$ cat config.mk
export PLATFORM = sky130hd
export DESIGN_NAME = duo_rx
export DESIGN_NICKNAME = d
export VERILOG_FILES = /design/src/rtl/duo_rx_pkg.sv /design/src/rtl/duo_rx_sync.sv /design/src/rtl/duo_rx_frame.sv /design/src/rtl/duo_rx_status.sv /design/src/rtl/duo_rx.sv
export SDC_FILE = /design/constraint.sdc
export NUM_CORES = 1
export LEC_CHECK = 0
export BUFFER_PORTS_ARGS = -buffer_cell sky130_fd_sc_hd__buf_4
export CORE_UTILIZATION = 30
export CTS_CLUSTER_SIZE = 28
export DETAILED_ROUTE_END_ITERATION = 10
export PLACE_DENSITY = 0.47
export SYNTH_ARGS = -nofsm -noshare
export SYNTH_HDL_FRONTEND = slang
export SYNTH_SLANG_ARGS = --single-unit
$ cat constraint.sdc
create_clock -name clk -period 2.6 [get_ports clk]
set_clock_uncertainty 0.15 [all_clocks]
set_input_delay 0 -clock clk [delete_from_list [all_inputs] [get_ports clk]]
set_output_delay 0 -clock clk [all_outputs]
set_load 0.01 [all_outputs]
$ cat src/rtl/duo_rx_pkg.sv
package duo_rx_pkg;
   typedef enum logic [2:0] {
      ST_IDLE  = 3'd0,
      ST_START = 3'd1,
      ST_DATA  = 3'd2,
      ST_PAR   = 3'd3,
      ST_STOP  = 3'd4
   } rx_state_e;
endpackage

$ cat src/rtl/duo_rx_sync.sv
module duo_rx_sync #(
   parameter int STAGES = 2,
   parameter bit IDLE_VAL = 1'b1
) (
   input  logic clk,
   input  logic rst_n,
   input  logic din,
   output logic dout
);
   generate
      if (STAGES == 0) begin : g_pass
         assign dout = din;
      end else begin : g_chain
         logic [STAGES-1:0] chain_q;
         always_ff @(posedge clk or negedge rst_n) begin
            if (!rst_n) chain_q <= {STAGES{IDLE_VAL}};
            else if (STAGES == 1) chain_q <= din;
            else chain_q <= {chain_q[STAGES-2:0], din};
         end
         assign dout = chain_q[STAGES-1];
      end
   endgenerate
endmodule

$ cat src/rtl/duo_rx_frame.sv
module duo_rx_frame
   import duo_rx_pkg::*;
#(
   parameter int DATA_W = 8,
   parameter int OVS    = 16
) (
   input  logic              clk,
   input  logic              rst_n,
   input  logic              samp_en,
   input  logic              line,
   input  logic              mode_sync,
   input  logic              par_en,
   input  logic              par_odd,
   output logic              done,
   output logic [DATA_W-1:0] chr,
   output logic              perr,
   output logic              ferr
);
   localparam int CNT_W = $clog2(OVS);
   localparam int IDX_W = $clog2(DATA_W + 1);
   localparam logic [CNT_W-1:0] MID_M1 = CNT_W'(OVS / 2 - 1);
   localparam logic [CNT_W-1:0] LAST   = CNT_W'(OVS - 1);
   localparam logic [IDX_W-1:0] IDX_LAST = IDX_W'(DATA_W - 1);

   rx_state_e         st;
   logic [CNT_W-1:0]  cnt;
   logic [IDX_W-1:0]  idx;
   logic [DATA_W-1:0] sh;
   logic              pbit;
   logic              at_bit;

   assign at_bit = samp_en && (mode_sync || cnt == LAST);

   always_ff @(posedge clk or negedge rst_n) begin
      if (!rst_n) begin
         st   <= ST_IDLE;
         cnt  <= '0;
         idx  <= '0;
         sh   <= '0;
         pbit <= 1'b0;
         done <= 1'b0;
         chr  <= '0;
         perr <= 1'b0;
         ferr <= 1'b0;
      end else begin
         done <= 1'b0;
         if (samp_en && !at_bit) cnt <= cnt + 1'b1;
         unique case (st)
            ST_IDLE: begin
               if (samp_en && !line) begin
                  cnt <= '0;
                  idx <= '0;
                  st  <= mode_sync ? ST_DATA : ST_START;
               end
            end
            ST_START: begin
               if (samp_en && cnt == MID_M1) begin
                  cnt <= '0;
                  st  <= line ? ST_IDLE : ST_DATA;
               end
            end
            ST_DATA: begin
               if (at_bit) begin
                  cnt <= '0;
                  sh  <= {line, sh[DATA_W-1:1]};
                  if (idx == IDX_LAST) begin
                     idx <= '0;
                     st  <= par_en ? ST_PAR : ST_STOP;
                  end else begin
                     idx <= idx + 1'b1;
                  end
               end
            end
            ST_PAR: begin
               if (at_bit) begin
                  cnt  <= '0;
                  pbit <= line;
                  st   <= ST_STOP;
               end
            end
            ST_STOP: begin
               if (at_bit) begin
                  cnt  <= '0;
                  done <= 1'b1;
                  chr  <= sh;
                  perr <= par_en && (pbit != ((^sh) ^ par_odd));
                  ferr <= !line;
                  st   <= ST_IDLE;
               end
            end
            default: st <= ST_IDLE;
         endcase
      end
   end
endmodule

$ cat src/rtl/duo_rx_status.sv
module duo_rx_status #(
   parameter int DATA_W = 8
) (
   input  logic              clk,
   input  logic              rst_n,
   input  logic              done,
   input  logic [DATA_W-1:0] chr,
   input  logic              perr_in,
   input  logic              ferr_in,
   input  logic              rd_strobe,
   input  logic              clr_status,
   input  logic              irq_en,
   output logic [DATA_W-1:0] rx_data,
   output logic              rx_ready,
   output logic              overrun,
   output logic              parity_err,
   output logic              frame_err,
   output logic              irq
);
   always_ff @(posedge clk or negedge rst_n) begin
      if (!rst_n) begin
         rx_data    <= '0;
         rx_ready   <= 1'b0;
         overrun    <= 1'b0;
         parity_err <= 1'b0;
         frame_err  <= 1'b0;
      end else begin
         if (done) rx_data <= chr;

         if (done) rx_ready <= 1'b1;
         else if (rd_strobe) rx_ready <= 1'b0;

         if (done && rx_ready) overrun <= 1'b1;
         else if (clr_status) overrun <= 1'b0;

         if (done && perr_in) parity_err <= 1'b1;
         else if (clr_status) parity_err <= 1'b0;

         if (done && ferr_in) frame_err <= 1'b1;
         else if (clr_status) frame_err <= 1'b0;
      end
   end

   assign irq = rx_ready && irq_en;
endmodule

$ cat src/rtl/duo_rx.sv
module duo_rx #(
   parameter int DATA_W      = 8,
   parameter int OVS         = 16,
   parameter int SYNC_STAGES = 2
) (
   input  logic              clk,
   input  logic              rst_n,
   input  logic              rxd,
   input  logic              baud_tick,
   input  logic              sclk,
   input  logic              mode_sync,
   input  logic              par_en,
   input  logic              par_odd,
   input  logic              irq_en,
   input  logic              rd_strobe,
   input  logic              clr_status,
   output logic [DATA_W-1:0] rx_data,
   output logic              rx_ready,
   output logic              overrun,
   output logic              parity_err,
   output logic              frame_err,
   output logic              irq
);
   generate
      if (OVS < 4 || (OVS % 2) != 0) begin : g_bad_ovs
         $error("duo_rx: OVS must be even and at least 4");
      end
      if (DATA_W < 1) begin : g_bad_width
         $error("duo_rx: DATA_W must be at least 1");
      end
   endgenerate

   logic              line_s;
   logic              sclk_s;
   logic              sclk_q;
   logic              samp_en;
   logic              char_done;
   logic [DATA_W-1:0] char_val;
   logic              char_perr;
   logic              char_ferr;

   duo_rx_sync #(.STAGES(SYNC_STAGES), .IDLE_VAL(1'b1)) u_sync_line (
      .clk(clk), .rst_n(rst_n), .din(rxd), .dout(line_s));

   duo_rx_sync #(.STAGES(SYNC_STAGES), .IDLE_VAL(1'b0)) u_sync_clk (
      .clk(clk), .rst_n(rst_n), .din(sclk), .dout(sclk_s));

   always_ff @(posedge clk or negedge rst_n) begin
      if (!rst_n) sclk_q <= 1'b0;
      else sclk_q <= sclk_s;
   end

   assign samp_en = mode_sync ? (sclk_s && !sclk_q) : baud_tick;

   duo_rx_frame #(.DATA_W(DATA_W), .OVS(OVS)) u_frame (
      .clk(clk), .rst_n(rst_n), .samp_en(samp_en), .line(line_s),
      .mode_sync(mode_sync), .par_en(par_en), .par_odd(par_odd),
      .done(char_done), .chr(char_val), .perr(char_perr), .ferr(char_ferr));

   duo_rx_status #(.DATA_W(DATA_W)) u_status (
      .clk(clk), .rst_n(rst_n), .done(char_done), .chr(char_val),
      .perr_in(char_perr), .ferr_in(char_ferr), .rd_strobe(rd_strobe),
      .clr_status(clr_status), .irq_en(irq_en), .rx_data(rx_data),
      .rx_ready(rx_ready), .overrun(overrun), .parity_err(parity_err),
      .frame_err(frame_err), .irq(irq));
endmodule

Word-level counts from Yosys, hierarchy flattened --
Cells that the tools add are included. W data, S select, Z words.
Word-level totals: bits in registers 48, input port bits 11, output and inout port bits 13
Cells by class: add/subtract/negate cells 2, eq/ne operators 14, muxes and demuxes 28, bitwise operators 1, reduce and logical (&&, ||, !) cells 27
Operator list (number):
- $mux W4 | 7
- $mux W3 | 7
- $pmux W3 S5 | 1
- $ne A2 B1 Y1 const B | 6
- $pmux W4 S3 | 1
- $logic_and A1 B1 Y1 | 10
- $reduce_bool A2 Y1 | 5
- $mux W1 | 9
- $add A4 B1 Y4 const B | 2
- $eq A4 B3 Y1 const B | 2
- $pmux W4 S2 | 1
- $reduce_xor A8 Y1 | 1
- $eq A3 B2 Y1 const B | 2
- $reduce_and A2 Y1 | 3
- $reduce_and A6 Y1 | 1
- $eq A4 B4 Y1 const B | 1
- $mux W2 | 2
- $eq A3 B1 Y1 const B | 1
- $eq A3 B3 Y1 const B | 1
- $logic_not A1 Y1 | 3
- $logic_not A3 Y1 | 1
- $reduce_and A3 Y1 | 1
- $reduce_or A3 Y1 | 1
- $logic_or A1 B1 Y1 | 1
- other kinds (2) | 2

Logic depth before layout (Yosys ltp) --
depth in word-level cells 9, mapped depth 8, mapped depth without buffers 6

Cells and area by module --
A second synthesis with hierarchy kept.
Second synthesis, totals: cells, all modules 188, area, all modules 2230.9 µm²
Modules (own cells, without submodules):
- duo_rx_frame | times used 1, cells each 147, area an instance 1606.5 µm²
- duo_rx_status | times used 1, cells each 33, area an instance 480.5 µm²
- duo_rx_sync at u_sync_line | times used 1, cells each 2, area an instance 52.6 µm²
- duo_rx_sync at u_sync_clk | times used 1, cells each 2, area an instance 50.0 µm²
- duo_rx | times used 1, cells each 4, area an instance 41.3 µm²

Worst setup path after synthesis --
OpenSTA, ideal clock, no wires.
path kind register to register, from reg u_frame.cnt[0], to reg u_frame.st[1], data arrival time 1712 ps, required time 2325 ps, slack 613 ps, stages on the path, launching flop included 7, buffers on the path 0, cells stage by stage dfrtp_1 ha_1 nand3_2 nand3_2 nand3_1 a2111oi_4 mux2_4
Between the ends: word-level cells in the longest chain between the ends 5, elaborated cells on any way between the ends 10, classes of those cells 6 x eq/ne; 4 x reduce/logical
RTL lines:
- from (decl) | line duo_rx_frame.sv:26 | logic [CNT_W-1:0] cnt;
- from (signal assigned) | line duo_rx_frame.sv:47 | if (samp_en && !at_bit) cnt <= cnt + 1'b1;
- $eq A4 B4 Y1 | line duo_rx_frame.sv:32 | assign at_bit = samp_en && (mode_sync || cnt == LAST);
- $logic_or A1 B1 Y1 | line duo_rx_frame.sv:32
- $logic_and A1 B1 Y1 | line duo_rx_frame.sv:32
- $ne A2 B1 Y1 (no line)
- $reduce_and A6 Y1 (no line) (*)
- to (signal assigned) | line duo_rx_frame.sv:53 | st <= mode_sync ? ST_DATA : ST_START;
- to (signal assigned) | line duo_rx_frame.sv:59 | st <= line ? ST_IDLE : ST_DATA;
- to (signal assigned) | line duo_rx_frame.sv:68 | st <= par_en ? ST_PAR : ST_STOP;
- to (decl) | line duo_rx_frame.sv:25 | rx_state_e st;
Every way passes the cells marked *; elsewhere a longest branch is shown, timed or not. A chain may end at the register's enable or synchronous reset.

Worst setup path in the final report --
from reg u_frame.cnt[0], to reg u_frame.chr[7]
Between the ends: word-level cells in the longest chain between the ends 4
RTL lines:
- $eq A4 B4 Y1 | line duo_rx_frame.sv:32
- $logic_or A1 B1 Y1 | line duo_rx_frame.sv:32
- $logic_and A1 B1 Y1 | line duo_rx_frame.sv:32
- $reduce_and A2 Y1 (no line)
- to (signal assigned) | line duo_rx_frame.sv:85 | chr <= sh;
- to (decl) | line duo_rx_frame.sv:15 | output logic [DATA_W-1:0] chr,
Every way passes these cells.

==> summary by stage <==
Power
The share of total power dissipated in combinational logic is 0.276. Of the total power, the clock network draws 0.299. The switching power as a share of total power is 0.290. The worst IR drop on VDD is 492 µV.

Overall power consumption after layout is estimated at around 0.0024 W. The internal power contribution is approximately 0.0017 W. Dividing total power by cell area gives a power density of roughly 900 nW/µm². In this run the power spent charging and discharging nets is between 0.0006 and 0.0007 W. The portion of total power attributed to sequential cells is 0.425.

The cell leakage power is approximately 1.3 nW.

Placement
Once detailed placement completed, the half-perimeter wirelength came to 2.65 mm. The congestion estimate from routability-driven global placement came to slightly below 0.8. The total of buffers placed on input and output ports is 23.

Global route
For this run, global-route usage on met2 was measured as 0.173. The pin count of the biggest net entering global routing is 49. The total overflow left after global routing is 0. The met3 usage in global routing is 0.0283. The initial antenna violation count is 0. For met1 alone, demand over resource in global routing was 0.155. The first global-routing pass estimated 6.67 mm of wire. The global-route usage over all layers is 0.113. The number of global-route vias before repair is roughly 1.4k. The busiest metal layer after global routing is met2.

Synthesis
The number of flops mapped to enable cells by yosys is 0. The number of nets in the synthesized netlist is around 190. The number of warnings reported in the yosys synthesis log is 0.

The leading register cell type out of synthesis is sky130_fd_sc_hd__dfrtp_1. After synthesis, the cell types taking the most area are sky130_fd_sc_hd__dfrtp_1, sky130_fd_sc_hd__mux2_2, sky130_fd_sc_hd__mux2_4, sky130_fd_sc_hd__xnor2_1, sky130_fd_sc_hd__dfstp_2. The proportion of synthesized flip-flops having asynchronous set or reset is 1.00. The cell area after synthesis is ~2200 µm². Counting distinct cell types in the post-synthesis netlist gives 43. The post-synthesis register bit count is 48. The proportion of synthesized chip area in sequential cells is 0.544.

Of the post-synthesis cell area, the dominant cell type holds 0.520. The most area-hungry cell type in the Yosys netlist is sky130_fd_sc_hd__dfrtp_1. The gate count of the mapped netlist is 180. The average footprint of a synthesized cell is 12.3 µm².

Clocking
In this run, CTS created clock tree buffers numbering 5. The clock insertion delay at the later pin of the skew report is slightly below 0.3 ns. TritonCTS built the clock tree.

The buffer levels on the longest clock path is 2. Clock-pin slew was measured on the worst setup and hold paths at around 0.080 ns. Once the clock tree was built, the setup fixing pass inserted 0 buffers. CTS placed an instance of sky130_fd_sc_hd__clkbuf_8 at the clock tree root. The depth of the CTS H-tree is 2. The clock sink count is 48.

Floorplanning
The die is approximately 88 µm wide. The die is between 80 and 90 µm tall. The floorplan has 30 rows. The die covers a little under 8000 µm². The starting density of the core is 0.319. The number of I/O pins is 24.

The region available for standard cell placement spans 6940 µm².

Layout
The final layout contains 224 nets. The total inserted antenna cells is 0. The area growth from synthesis to layout is 21.7%.

The count of fill cells added during filler insertion is 690. In the final layout, the share of cells above drive strength 1 is 0.330.

STA
The final number of setup-violating endpoints is 0. The worst path needs roughly 2.1 ns of the cycle, external delays included. In the finished design, the share of the clock period the worst path needs comes to 0.823. Measured against its own limit, the worst slew margin works out to 0.596. The highest achievable clock rate is between 0.4 and 0.5 GHz.

Setup repair after global routing left no endpoint under its margin. The number of failing hold endpoints at the final stage came to 0. Summed over all failing endpoints, the final setup total negative slack is 0 ns.

The number of pins with negative max-slew slack in the final report was 0. The measured slew at the worst slew-check pin is 0.607 ns.

Worst setup path
The startpoint class of the critical path is a flop. The delay of the slowest critical-path stage is 0.50 ns. The critical path in this run is classified as flop to flop. The critical path goes through ha_1 -> nand3_2 -> o21a_1 -> or2_1 -> mux2_2.

The number of cells on the worst reg-to-reg path is 5. The critical path required time is 2.63 ns. At the worst endpoint, the arrival time is 2.17 ns. The maximum net fanout on the critical path is 13. The worst setup path is captured at a flop. The slowest stage of the critical path is the sky130_fd_sc_hd__or2_1 cell.

Min path
Counting instances, the worst hold path has a depth of 4. The class of the tightest hold or removal check is input port to flop.

Detailed routing
The remaining design rule violation count is 0. In the routed layout, each cell is associated on average with a via count of around 4.4. The number of violations reported at the end of detailed-routing iteration 0 is 48.

The pre-antenna-repair detailed-routing pass consisted of 4 iterations. Dividing the detail-routed wire length by the instance count gives 12.3 µm. The antenna violation net count after detailed routing is 0.

The sum of routed wire length over all layers is 3.78 mm. The via count of the routed design is around 1.3k.

Run status
The flow ran to the end, and the final reports show no timing, DRC or antenna violations.

Job
The total of max-cap violations is 0.
cell usage in the layout, fill, tap and decap left out, types with 2 or more instances in the layout:
cell	netlist	final
sky130_fd_sc_hd__dlygate4sd3_1	0	7
sky130_fd_sc_hd__nand2b_1	2	2
sky130_fd_sc_hd__nor2b_1	2	2
sky130_fd_sc_hd__dfstp_2	2	2
sky130_fd_sc_hd__dfrtp_1	46	46
sky130_fd_sc_hd__nand2_1	14	14
sky130_fd_sc_hd__clkbuf_8	0	5
sky130_fd_sc_hd__a311oi_1	2	2
sky130_fd_sc_hd__nand3_2	2	2
sky130_fd_sc_hd__and2_1	3	3
sky130_fd_sc_hd__a21o_1	2	2
sky130_fd_sc_hd__inv_1	8	8
sky130_fd_sc_hd__bufinv_16	0	3
sky130_fd_sc_hd__buf_4	0	23
sky130_fd_sc_hd__nor3_1	2	2
sky130_fd_sc_hd__ha_1	2	2
sky130_fd_sc_hd__a211oi_1	2	2
sky130_fd_sc_hd__mux2_2	20	20
sky130_fd_sc_hd__nand3_1	5	5
sky130_fd_sc_hd__a21oi_1	4	4
sky130_fd_sc_hd__mux2_4	7	7
sky130_fd_sc_hd__xnor2_1	10	10
sky130_fd_sc_hd__nor2_1	9	9
sky130_fd_sc_hd__and2b_1	2	2
sky130_fd_sc_hd__o21ai_0	9	9
power groups by stage:
stage	sequential (W)	combinational (W)	clock [W]
after floorplan	0.000979	0.000588	0
after global placement	0.00104	0.000657	0
after detailed placement	0.00104	0.000661	0
after CTS	0.00103	0.000675	0.000744
after global routing	0.00105	0.000747	0.000771
final	0.00103	0.000665	0.000720
worst max-delay path, delay by kind of cell (launching register included):
| family | cells | cell delay, ns |
|---|---|---|
| simple gates | 2 | 0.64 |
| flops | 1 | 0.41 |
| mux | 1 | 0.40 |
| fa+ha+maj | 1 | 0.26 |
| compound gates | 1 | 0.17 |
stage by stage:
stage	hold WS [ns]	cells	instance area, µm²	util	setup WS, ns
4_1_cts	0.0114	308	2700	0.388	0.431
3_3_place_gp	-0.0812	293	2470	0.355	0.485
3_5_place_dp	-0.0938	293	2470	0.355	0.455
6_report	0.0282	308	2700	0.388	0.461
2_1_floorplan	-0.446	180	2210	-	0.613
5_1_grt	0.0344	308	2700	0.388	0.282
kinds of logic (layout without fill, tap and decap cells):
kind of cell	count (synthesis)	after routing	share of synthesized area
muxes	28	28	0.154
xor gates and xnor gates	11	11	0.0435
AOI/OAI and AO/OA	27	27	0.0949
and+or+nand+nor	49	49	0.119
adders and majority gates	2	2	0.0113
DFF	48	48	0.544
buffers and inverters	15	47	0.0339
what timing repair did:
action | in CTS | in global routing
hold buffers | 7 | 0
endpoints found under the hold margin | 58 | 0
gates resized for setup | 0 | 0
metal layers:
layer,wire length (µm),up-vias
met5,0,-
met2,1650,15
met4,47,0
li1,-,679
met3,90,4
met1,1990,651
sequential cells by signal, summed over array words and instances (netlist names), 2 cells and up:
signal	flops
u_frame.chr	8
u_frame.cnt	4
u_frame.idx	4
u_frame.st	3
u_status.rx_data	8
u_sync_clk.g_chain.chain_q	2
u_sync_line.g_chain.chain_q	2
u_frame.sh	8
layout make-up:
class | count | area [µm²] | area share
clock buffers | 5 | 68.8 | 0.0255
flip-flops and latches | 48 | 1200 | 0.447
repair buffers | 30 | 243 | 0.0901
inverters | 9 | 33.8 | 0.0125
multi-input cells | 117 | 936 | 0.347
well taps | 96 | 120 | 0.0446
clock inverters | 3 | 90.1 | 0.0334
final timing paths:
kind / to / slack (ns) / from
worst max-delay path: u_frame.chr[7] / 0.46 / u_frame.cnt[0]
worst min-delay path: u_frame.cnt[1] / 0.03 / baud_tick
worst max register to register: u_frame.chr[7] / 0.46 / u_frame.cnt[0]
worst min register to register: u_sync_clk.g_chain.chain_q[1] / 0.20 / u_sync_clk.g_chain.chain_q[0]
max in group asynchronous: u_frame.pbit / 1.77 / rst_n
min in group asynchronous: u_frame.st[0] / 0.10 / rst_n
cell usage after synthesis, drive strengths merged, types with 2 or more instances:
| master | n |
|---|---|
| nand2b | 2 |
| mux2 | 27 |
| buf | 6 |
| o31ai | 2 |
| nor2b | 2 |
| nand3b | 2 |
| o21ai | 10 |
| dfstp | 2 |
| a21oi | 5 |
| xnor2 | 10 |
| nor2 | 9 |
| a21o | 2 |
| nand2 | 15 |
| and2b | 2 |
| nor3 | 2 |
| nand3 | 7 |
| inv | 9 |
| ha | 2 |
| and2 | 3 |
| a311oi | 2 |
| dfrtp | 46 |
| a211oi | 2 |
Note: power is estimated with default switching activity, not from simulation.
